==> src/rtl/m2_irq_timer_pkg.sv <==
package m2_irq_timer_pkg;
  typedef struct packed {
    logic load;
    logic en;
    logic dis;
  } wr_cmd_t;
endpackage

==> src/rtl/m2_irq_timer_decode.sv <==
module m2_irq_timer_decode
  import m2_irq_timer_pkg::*;
#(
  parameter int unsigned ADDR_W    = 16,
  parameter logic [15:0] ADDR_MASK = 16'hF00C,
  parameter logic [15:0] LOAD_ADDR = 16'hF000,
  parameter logic [15:0] CTRL_ADDR = 16'hF008
) (
  input  logic              wr_en_i,
  input  logic [ADDR_W-1:0] addr_i,
  input  logic              en_bit_i,
  output wr_cmd_t           cmd_o
);
  localparam logic [ADDR_W-1:0] MASK = ADDR_W'(ADDR_MASK);
  localparam logic [ADDR_W-1:0] LOAD = ADDR_W'(LOAD_ADDR);
  localparam logic [ADDR_W-1:0] CTRL = ADDR_W'(CTRL_ADDR);

  logic hit_load, hit_ctrl;

  always_comb begin
    hit_load   = wr_en_i && ((addr_i & MASK) == LOAD);
    hit_ctrl   = wr_en_i && ((addr_i & MASK) == CTRL);
    cmd_o.load = hit_load;
    cmd_o.en   = hit_ctrl && en_bit_i;
    cmd_o.dis  = hit_ctrl && !en_bit_i;
  end
endmodule

==> src/rtl/m2_irq_timer_prescaler.sv <==
module m2_irq_timer_prescaler #(
  parameter int unsigned PRE_W = 8
) (
  input  logic clk_i,
  input  logic rst_ni,
  input  logic en_wr_i,
  input  logic dis_wr_i,
  output logic tick_o
);
  localparam logic [PRE_W-1:0] HALF_LAST = PRE_W'((1 << (PRE_W - 1)) - 1);
  localparam logic [PRE_W-1:0] FULL_LAST = '1;

  logic             en_q, first_q;
  logic [PRE_W-1:0] pre_q;

  // a disabling write on a due edge swallows the step
  assign tick_o = en_q && !dis_wr_i &&
                  (first_q ? (pre_q == HALF_LAST) : (pre_q == FULL_LAST));

  always_ff @(posedge clk_i or negedge rst_ni) begin
    if (!rst_ni) begin
      en_q    <= 1'b0;
      first_q <= 1'b1;
      pre_q   <= '0;
    end else if (dis_wr_i) begin
      en_q    <= 1'b0;
      first_q <= 1'b1;
      pre_q   <= '0;
    end else begin
      if (en_wr_i) en_q <= 1'b1;
      if (en_q) begin
        if (tick_o) begin
          first_q <= 1'b0;
          pre_q   <= '0;
        end else begin
          pre_q   <= pre_q + 1'b1;
        end
      end
    end
  end

  AST_DIS_REARM: assert property (@(posedge clk_i) disable iff (!rst_ni)
    dis_wr_i |=> (!en_q && first_q && pre_q == '0));
  AST_EN_KEEPS_PRE: assert property (@(posedge clk_i) disable iff (!rst_ni)
    (en_wr_i && !en_q) |=> (pre_q == $past(pre_q) && first_q == $past(first_q)));
  AST_IDLE_HOLD: assert property (@(posedge clk_i) disable iff (!rst_ni)
    (!en_q && !dis_wr_i) |=> $stable(pre_q));
endmodule

==> src/rtl/m2_irq_timer_counter.sv <==
module m2_irq_timer_counter #(
  parameter int unsigned CNT_W = 8
) (
  input  logic             clk_i,
  input  logic             rst_ni,
  input  logic             load_i,
  input  logic [CNT_W-1:0] load_val_i,
  input  logic             clr_i,
  input  logic             tick_i,
  output logic             irq_o
);
  localparam logic [CNT_W-1:0] CNT_MAX = '1;

  logic [CNT_W-1:0] cnt_q;
  logic             irq_q;

  always_ff @(posedge clk_i or negedge rst_ni) begin
    if (!rst_ni) begin
      cnt_q <= '0;
      irq_q <= 1'b0;
    end else if (load_i) begin
      cnt_q <= load_val_i;
      irq_q <= 1'b0;
    end else begin
      if (tick_i) begin
        cnt_q <= cnt_q + 1'b1;
        if (cnt_q == CNT_MAX) irq_q <= 1'b1;
      end
      if (clr_i) irq_q <= 1'b0;
    end
  end

  assign irq_o = irq_q;

  AST_LOAD_ACK: assert property (@(posedge clk_i) disable iff (!rst_ni)
    load_i |=> !irq_q);
  AST_LOAD_WINS: assert property (@(posedge clk_i) disable iff (!rst_ni)
    load_i |=> (cnt_q == $past(load_val_i)));
  AST_WRAP_RAISE: assert property (@(posedge clk_i) disable iff (!rst_ni)
    $rose(irq_q) |-> (cnt_q == '0 && $past(cnt_q) == CNT_MAX));
  AST_IRQ_STICKY: assert property (@(posedge clk_i) disable iff (!rst_ni)
    (irq_q && !load_i && !clr_i) |=> irq_q);
  AST_CLR_ACK: assert property (@(posedge clk_i) disable iff (!rst_ni)
    clr_i |=> !irq_q);
endmodule

==> src/rtl/m2_irq_timer.sv <==
module m2_irq_timer
  import m2_irq_timer_pkg::*;
#(
  parameter int unsigned ADDR_W = 16,
  parameter int unsigned DATA_W = 8,
  parameter int unsigned PRE_W  = 8
) (
  input  logic              clk_i,
  input  logic              rst_ni,
  input  logic              wr_en_i,
  input  logic [ADDR_W-1:0] addr_i,
  input  logic [DATA_W-1:0] data_i,
  output logic              irq_o
);
  wr_cmd_t cmd;
  logic    tick;

  m2_irq_timer_decode #(.ADDR_W(ADDR_W)) i_decode (
    .wr_en_i  (wr_en_i),
    .addr_i   (addr_i),
    .en_bit_i (data_i[0]),
    .cmd_o    (cmd)
  );

  m2_irq_timer_prescaler #(.PRE_W(PRE_W)) i_prescaler (
    .clk_i    (clk_i),
    .rst_ni   (rst_ni),
    .en_wr_i  (cmd.en),
    .dis_wr_i (cmd.dis),
    .tick_o   (tick)
  );

  m2_irq_timer_counter #(.CNT_W(DATA_W)) i_counter (
    .clk_i      (clk_i),
    .rst_ni     (rst_ni),
    .load_i     (cmd.load),
    .load_val_i (data_i),
    .clr_i      (cmd.dis),
    .tick_i     (tick),
    .irq_o      (irq_o)
  );

  AST_ONE_TARGET: assert property (@(posedge clk_i) disable iff (!rst_ni)
    $onehot0({cmd.load, cmd.en, cmd.dis}));
  AST_DIS_NO_RAISE: assert property (@(posedge clk_i) disable iff (!rst_ni)
    cmd.dis |=> !irq_o);
endmodule

==> config.mk <==
export PLATFORM = sky130hd
export DESIGN_NAME = m2_irq_timer
export DESIGN_NICKNAME = d
export VERILOG_FILES = /design/src/rtl/m2_irq_timer_pkg.sv /design/src/rtl/m2_irq_timer_decode.sv /design/src/rtl/m2_irq_timer_prescaler.sv /design/src/rtl/m2_irq_timer_counter.sv /design/src/rtl/m2_irq_timer.sv
export SDC_FILE = /design/constraint.sdc
export NUM_CORES = 1
export LEC_CHECK = 0
export BUFFER_PORTS_ARGS = -buffer_cell sky130_fd_sc_hd__buf_2
export CELL_PAD_IN_SITES_DETAIL_PLACEMENT = 1
export CELL_PAD_IN_SITES_GLOBAL_PLACEMENT = 1
export CORE_AREA = 2 2 45 88
export CTS_CLUSTER_DIAMETER = 120
export CTS_CLUSTER_SIZE = 20
export DETAILED_ROUTE_END_ITERATION = 8
export DIE_AREA = 0 0 47 90
export GPL_ROUTABILITY_DRIVEN = 0
export PLACE_DENSITY_LB_ADDON = 0.1
export SLEW_MARGIN = 20
export SYNTH_ARGS = -nofsm -noshare
export SYNTH_HDL_FRONTEND = slang
export SYNTH_SLANG_ARGS = --single-unit
export TNS_END_PERCENT = 1
==> constraint.sdc <==
create_clock -name clk_i -period 2.9 [get_ports clk_i]
set_input_delay 0.29 -clock clk_i [delete_from_list [all_inputs] [get_ports clk_i]]
set_output_delay 0.29 -clock clk_i [all_outputs]
set_load 0.05 [all_outputs]
==> summary.md, run 1 <==
| Metric | Value |
|---|---|
| Worst slew pin tran | `595 ps` |
| Max cap viols | `0` |
| Final period util | `0.736` |
| Synth Area in XOR/XNOR | `0.0234` |
| First-pass GRT wire length | `5470 um` |
| Fmax | `469 MHz` |
| Adder-cell share of the synthesized area | `0.0222` |
| LEAKAGE | `0.000526 uW` |
| Worst-path clk slew | `80 ps` |
| Rows | `31` |
| Status | `finished, final reports clean` |
| Sequential area share after synthesis | `0.424` |
| RSZ-0062 raised after global routing | `false` |
| Largest family of logic cells by synthesized area | `simple AND/OR/NAND/NOR gates` |
| Post-synth EDFFs | `0` |
| Total power draw | `792 uW` |
| FF+latch area | `477 um2` |
| Min cycle time layout | `2130 ps` |
| IO Count | `28` |
| Final Worst Setup Slack | `766 ps` |
| Worst-case reg-to-reg path depth | `5` |
| Hold path depth | `2` |
| Mux cell area share after synthesis | `0.0278` |
| H-tree depth | `1` |
| Clk_lat worst skew | `260 ps` |
| Remaining Overflow, GRT | `0` |
| Vias in the first global route | `1117` |
| Power Dens Cells | `605 nW/um2` |
| Port Buffers | `17` |
| Post_cts resized | `0` |
| Compound-Gate Fraction of Synth Area | `0.166` |
| Clock Tree Buf Depth | `2` |
| Hold/Removal Path Class | `in -> reg` |
| TritonCTS buffer count | `3` |
| Drt drc | `0` |
| Routed Antenna Nets | `0` |
| Layout cells sized above 1 | `0.226` |
| CTS tree | `done` |
| Worst setup SP type | `flop` |
| # hold bufs at CTS | `1` |
| Worst slew margin | `0.599` |
| Asr flop ratio synth | `1.00` |
| Final setup vio count | `0` |
| Diodes inserted | `0` |
| Starting density of the core | `0.315` |
| Place WS | `751 ps` |
| Iteration-0 DRC Markers | `13` |
| Top cells by count, synth | `dfrtp_1, nor2_1, a31oi_1, a21oi_1, or4_1` |
| Post-Syn Nets | `148` |
| Crit Path Category | `reg -> reg` |
| Ys flop type | `dfrtp_1` |
| Postcts setup bufs | `0` |
| Area of the multi-input gates | `614 um2` |
| P&R area growth vs syn | `16.4%` |
| Root buffer cell | `clkbuf_8` |
| Fin. max-slew vios | `0` |
| Syn Area/Cell | `9.45 um2` |
| Clk sinks | `19` |
| Worst Skew | `9.07 ps` |
| Setup crit end kind | `flop` |
| Routed WL | `3080 um` |
| Synth Warn # | `0` |
| Post-synth top area share | `0.400` |
| NumNets Final | `167` |
| Post-Synthesis Cells | `119` |
| Drt pass-1 iters | `3` |
| Required @ worst endpoint | `3090 ps` |
| Placed insts | `181` |
| VDD IR max | `0.294 mV` |
| Setup TNS | `0 ps` |
| Most common cell in the netlist | `dfrtp_1` |
| Core ar. | `3570 um2` |
| Largest area contributor in the netlist | `dfrtp_1` |
| Fin. Hold Viols | `0` |
| Unique cell type count in the Yosys netlist | `42` |
| Fin cells | `186` |
| Synth area leaders | `dfrtp_1, a31oi_1, or4_1, nor2_1, a21oi_1` |
| Die width | `47 um` |
| Number of vias per cell | `5.44` |
| WL per Instance | `16.5 um` |
| Hpwl dp | `2390 um` |
| GRT Util Overall | `0.173` |
| Die footprint | `4230 um2` |
| CP Data Arrival Time | `2320 ps` |
| Pin count of the biggest net entering global routing | `20` |
| Post-synthesis cell area | `1120 um2` |
| Synth Area in Simple Gates | `0.307` |
| Fill count | `434` |
| Antenna violations before repair | `0` |
| Yosys reg bits | `19` |
| CP Max Fanout | `12` |
| Via count | `1012` |
| Chip Height | `90 um` |
-- through the flow --
step,utilization,hold slack [ps],instance area (um2)
detailed placement,0.351,270,1250
finish,0.367,264,1310
global route,0.367,273,1310
floorplan,-,-5.59,1120
global placement,0.351,263,1250
CTS,0.367,262,1310
-- metal layers --
layer / part of all wire / wire [um] / GRT usage
met2: 0.58 / 1790 / 0.306
met1: 0.39 / 1200 / 0.204
met3: 0.020 / 62 / 0.0201
met4: 0.0068 / 21 / 0.0486
met5: 0 / 0 / 0
-- registers in the layout, indices dropped and copies added (netlist names) --
| signal | flops |
|---|---|
| i_prescaler.en_q | 1 |
| i_counter.irq_o | 1 |
| i_prescaler.pre_q | 8 |
| i_prescaler.first_q | 1 |
| i_counter.cnt_q | 8 |
-- layout make-up --
class / instances / area share
flip-flops and latches: 19 / 0.364
inverters: 2 / 0.00574
clock buffers: 3 / 0.0315
well taps: 49 / 0.0468
repair buffers: 19 / 0.0784
multi-input cells: 93 / 0.469
clock inverters: 1 / 0.00382
-- final timing paths --
check / startpoint / endpoint / slack [ps]
min in group asynchronous: rst_ni / i_counter.cnt_q[4] / 520
max: i_prescaler.pre_q[0] / i_counter.cnt_q[7] / 770
max reg2reg: i_prescaler.pre_q[0] / i_counter.cnt_q[7] / 770
min: data_i[0] / i_counter.irq_o / 260
max in group asynchronous: rst_ni / i_prescaler.first_q / 2020
min reg2reg: i_prescaler.first_q / i_prescaler.first_q / 530
-- cell families (layout without fill, tap and decap cells) --
logic type      Yosys count  after routing
mux                       3              3
flops                    19             19
fa+ha+maj                 2              2
xor+xnor                  3              3
buf+inv                   7             25
simple gates             56             56
compound gates           29             29
-- critical path, cell delays in order (launching register included) --
cell and delay, ps:
dfrtp_1 390, ha_1 200, nand2_2 110, or4_4 640, or4_1 550, a31oi_1 170
-- where the power goes --
part | internal [uW] | leakage (uW) | total [uW] | switching, uW
clock network | 95.5 | 0.0000255 | 186 | 90.5
logic | 93.1 | 0.000286 | 204 | 110
registers | 330 | 0.000214 | 402 | 72.0
total | 519 | 0.000526 | 792 | 273
-- placed cells by master, fill, tap and decap left out, types with 3 or more instances in the layout --
| master | netlist | final |
|---|---|---|
| a21oi_1 | 7 | 7 |
| a31oi_1 | 8 | 8 |
| buf_2 | 0 | 17 |
| clkbuf_8 | 0 | 3 |
| dfrtp_1 | 18 | 18 |
| nand2_1 | 4 | 4 |
| nand3_1 | 5 | 5 |
| nand3b_1 | 4 | 4 |
| nand4_1 | 3 | 3 |
| nor2_1 | 11 | 11 |
| o21ai_0 | 3 | 3 |
| o31ai_1 | 4 | 4 |
| or3_1 | 4 | 4 |
| or4_1 | 6 | 6 |
(Power assumes the default switching activity.)
==> run 2: changes to the inputs <==
==> constraint.sdc (replaced) <==
create_clock -name clk_i -period 1.7 [get_ports clk_i]
set_input_delay 0.17 -clock clk_i [delete_from_list [all_inputs] [get_ports clk_i]]
set_output_delay 0.17 -clock clk_i [all_outputs]
set_load 0.05 [all_outputs]
==> run 2 against run 1 <==
The flow now finishes with violations (negative setup slack). First-iteration DRC count shrank 15%. Clock power up 74%. Clock-buffer cell count grew 1. Hold slack worse by 120 ps. Clock skew down 5.9 ps. Total power grew 95%. Die area unchanged. Core utilization up 6.5 points. Cell count up 14%. Register-to-register slack got worse by 930 ps. Cell area increased by 18%.
==> summary.md, run 2 (synthesis gave the netlist of run 1 again) <==
| Metric | Value |
|---|---|
| GRT Util Overall | `0.184` |
| Failing checks | `negative setup slack` |
| Setup crit end kind | `flop` |
| Port Buffers | `17` |
| Iteration-0 DRC Markers | `11` |
| Starting density of the core | `0.315` |
| Status | `complete, but fails checks` |
| CP Max Fanout | `5` |
| Post-DP Area | `1430 um2` |
| WL per Instance | `15.7 um` |
| Biggest regs | `i_counter.cnt_q (8), i_prescaler.pre_q (8)` |
| Reg2Reg Capture Point | `i_counter.cnt_q[7]` |
| Most frequent cells in the layout | `buf_4, dfrtp_1, buf_2, nor2_1, a31oi_1` |
| Worst slew pin tran | `461 ps` |
| Min cycle time layout | `1860 ps` |
| Hpwl dp | `2570 um` |
| Fin cells | `212` |
| Min-Delay Startpoint | `data_i[0]` |
| Critical path startpoint | `i_prescaler.pre_q[0]` |
| Worst setup SP type | `flop` |
| Vias in the first global route | `1275` |
| Chip Height | `90 um` |
| Layout cells sized above 1 | `0.380` |
| Most common cell after layout, fill and taps aside | `buf_4` |
| Worst slew margin | `0.693` |
| LEAKAGE | `0.000651 uW` |
| Number of vias per cell | `5.33` |
| Antenna violations before repair | `0` |
| Clk_lat worst skew | `260 ps` |
| Placed insts | `204` |
| CTS tree | `done` |
| VDD IR max | `0.588 mV` |
| RSZ-0062 raised after global routing | `true` |
| Root buffer cell | `clkbuf_8` |
| Core ar. | `3570 um2` |
| Fin area | `1540 um2` |
| IO Count | `28` |
| Final setup vio count | `10` |
| Routed WL | `3330 um` |
| Finished Core Util | `0.432` |
| Clk sinks | `19` |
| Setup slack, reg-to-reg | `-160 ps` |
| Final Worst Setup Slack | `-160 ps` |
| Fill count | `436` |
| Crit Path Category | `reg -> reg` |
| Final period util | `1.09` |
| Power Dens Cells | `1000 nW/um2` |
| Worst setup endpoint | `i_counter.cnt_q[7]` |
| P&R area growth vs syn | `36.9%` |
| Drt pass-1 iters | `4` |
| Crit Reg-Reg Startpoint | `i_prescaler.pre_q[0]` |
| Diodes inserted | `0` |
| Worst-path clk slew | `70 ps` |
| H-tree depth | `1` |
| Pin count of the biggest net entering global routing | `20` |
| Worst Skew | `3.18 ps` |
| Routed Antenna Nets | `0` |
| Remaining Overflow, GRT | `0` |
| Fin. max-slew vios | `0` |
| Fmax | `538 MHz` |
| Worst-case reg-to-reg path depth | `5` |
| TritonCTS buffer count | `3` |
| Hold/Removal Path Class | `in -> reg` |
| Fin. Hold Viols | `0` |
| Via count | `1129` |
| CP Data Arrival Time | `2040 ps` |
| Max cap viols | `0` |
| Die width | `47 um` |
| Drt drc | `0` |
| Die footprint | `4230 um2` |
| NumNets Final | `193` |
| Required @ worst endpoint | `1880 ps` |
| Rows | `31` |
| Clock Tree Buf Depth | `2` |
| First-pass GRT wire length | `5720 um` |
run 2: final cells by class:
class / instances / area [um2] / share of cell area
multi-input cells: 93 / 652 / 0.423
repair buffers: 45 / 298 / 0.193
well taps: 49 / 61.3 / 0.0398
clock buffers: 4 / 45.0 / 0.0292
inverters: 2 / 7.51 / 0.00487
flip-flops and latches: 19 / 477 / 0.310
run 2: what timing repair did:
item,in CTS,in global routing
hold endpoints to repair,18,0
setup buffers,3,0
hold buffers,1,0
setup endpoints to repair,14,15
pin swaps,11,2
resized for setup,4,3
run 2: power breakdown:
part	switching [uW]	internal (uW)
Clock	157	167
Sequential	83.9	564
Combinational	279	291
Total	519	1020
run 2: worst min path at each step:
stage | end | slack (ps) | cells after the start
after floorplan | i_counter.cnt_q[0] | -130 | 0
after global placement | i_counter.cnt_q[6] | 150 | 1
after detailed placement | i_counter.irq_o | 160 | 1
after CTS | i_counter.irq_o | 130 | 2
after global routing | i_counter.irq_o | 140 | 2
final | i_counter.irq_o | 140 | 2
run 2: through the flow:
stage | setup slack (ps) | power, uW | hold slack [ps] | setup TNS, ps
3_3_place_gp | -225 | 1180 | 153 | -947
6_report | -160 | 1540 | 143 | -633
4_1_cts | -182 | 1550 | 132 | -773
3_5_place_dp | -255 | 1200 | 155 | -1220
2_1_floorplan | -231 | 918 | -126 | -1060
5_1_grt | -233 | 1670 | 141 | -1580
run 2: critical path, stage by stage (launching register included):
cell and delay (ps):
dfrtp_1 360, ha_2 190, nand2_2 70, or4_4 550
or4_1 480, a31oi_1 140
run 2: metal layers:
layer | up-vias | track usage | share of wire
met4 | 0 | 0.104 | 0.033
met2 | 17 | 0.334 | 0.61
met5 | - | 0 | 0
met3 | 8 | 0.0221 | 0.017
li1 | 548 | - | -
met1 | 556 | 0.178 | 0.34
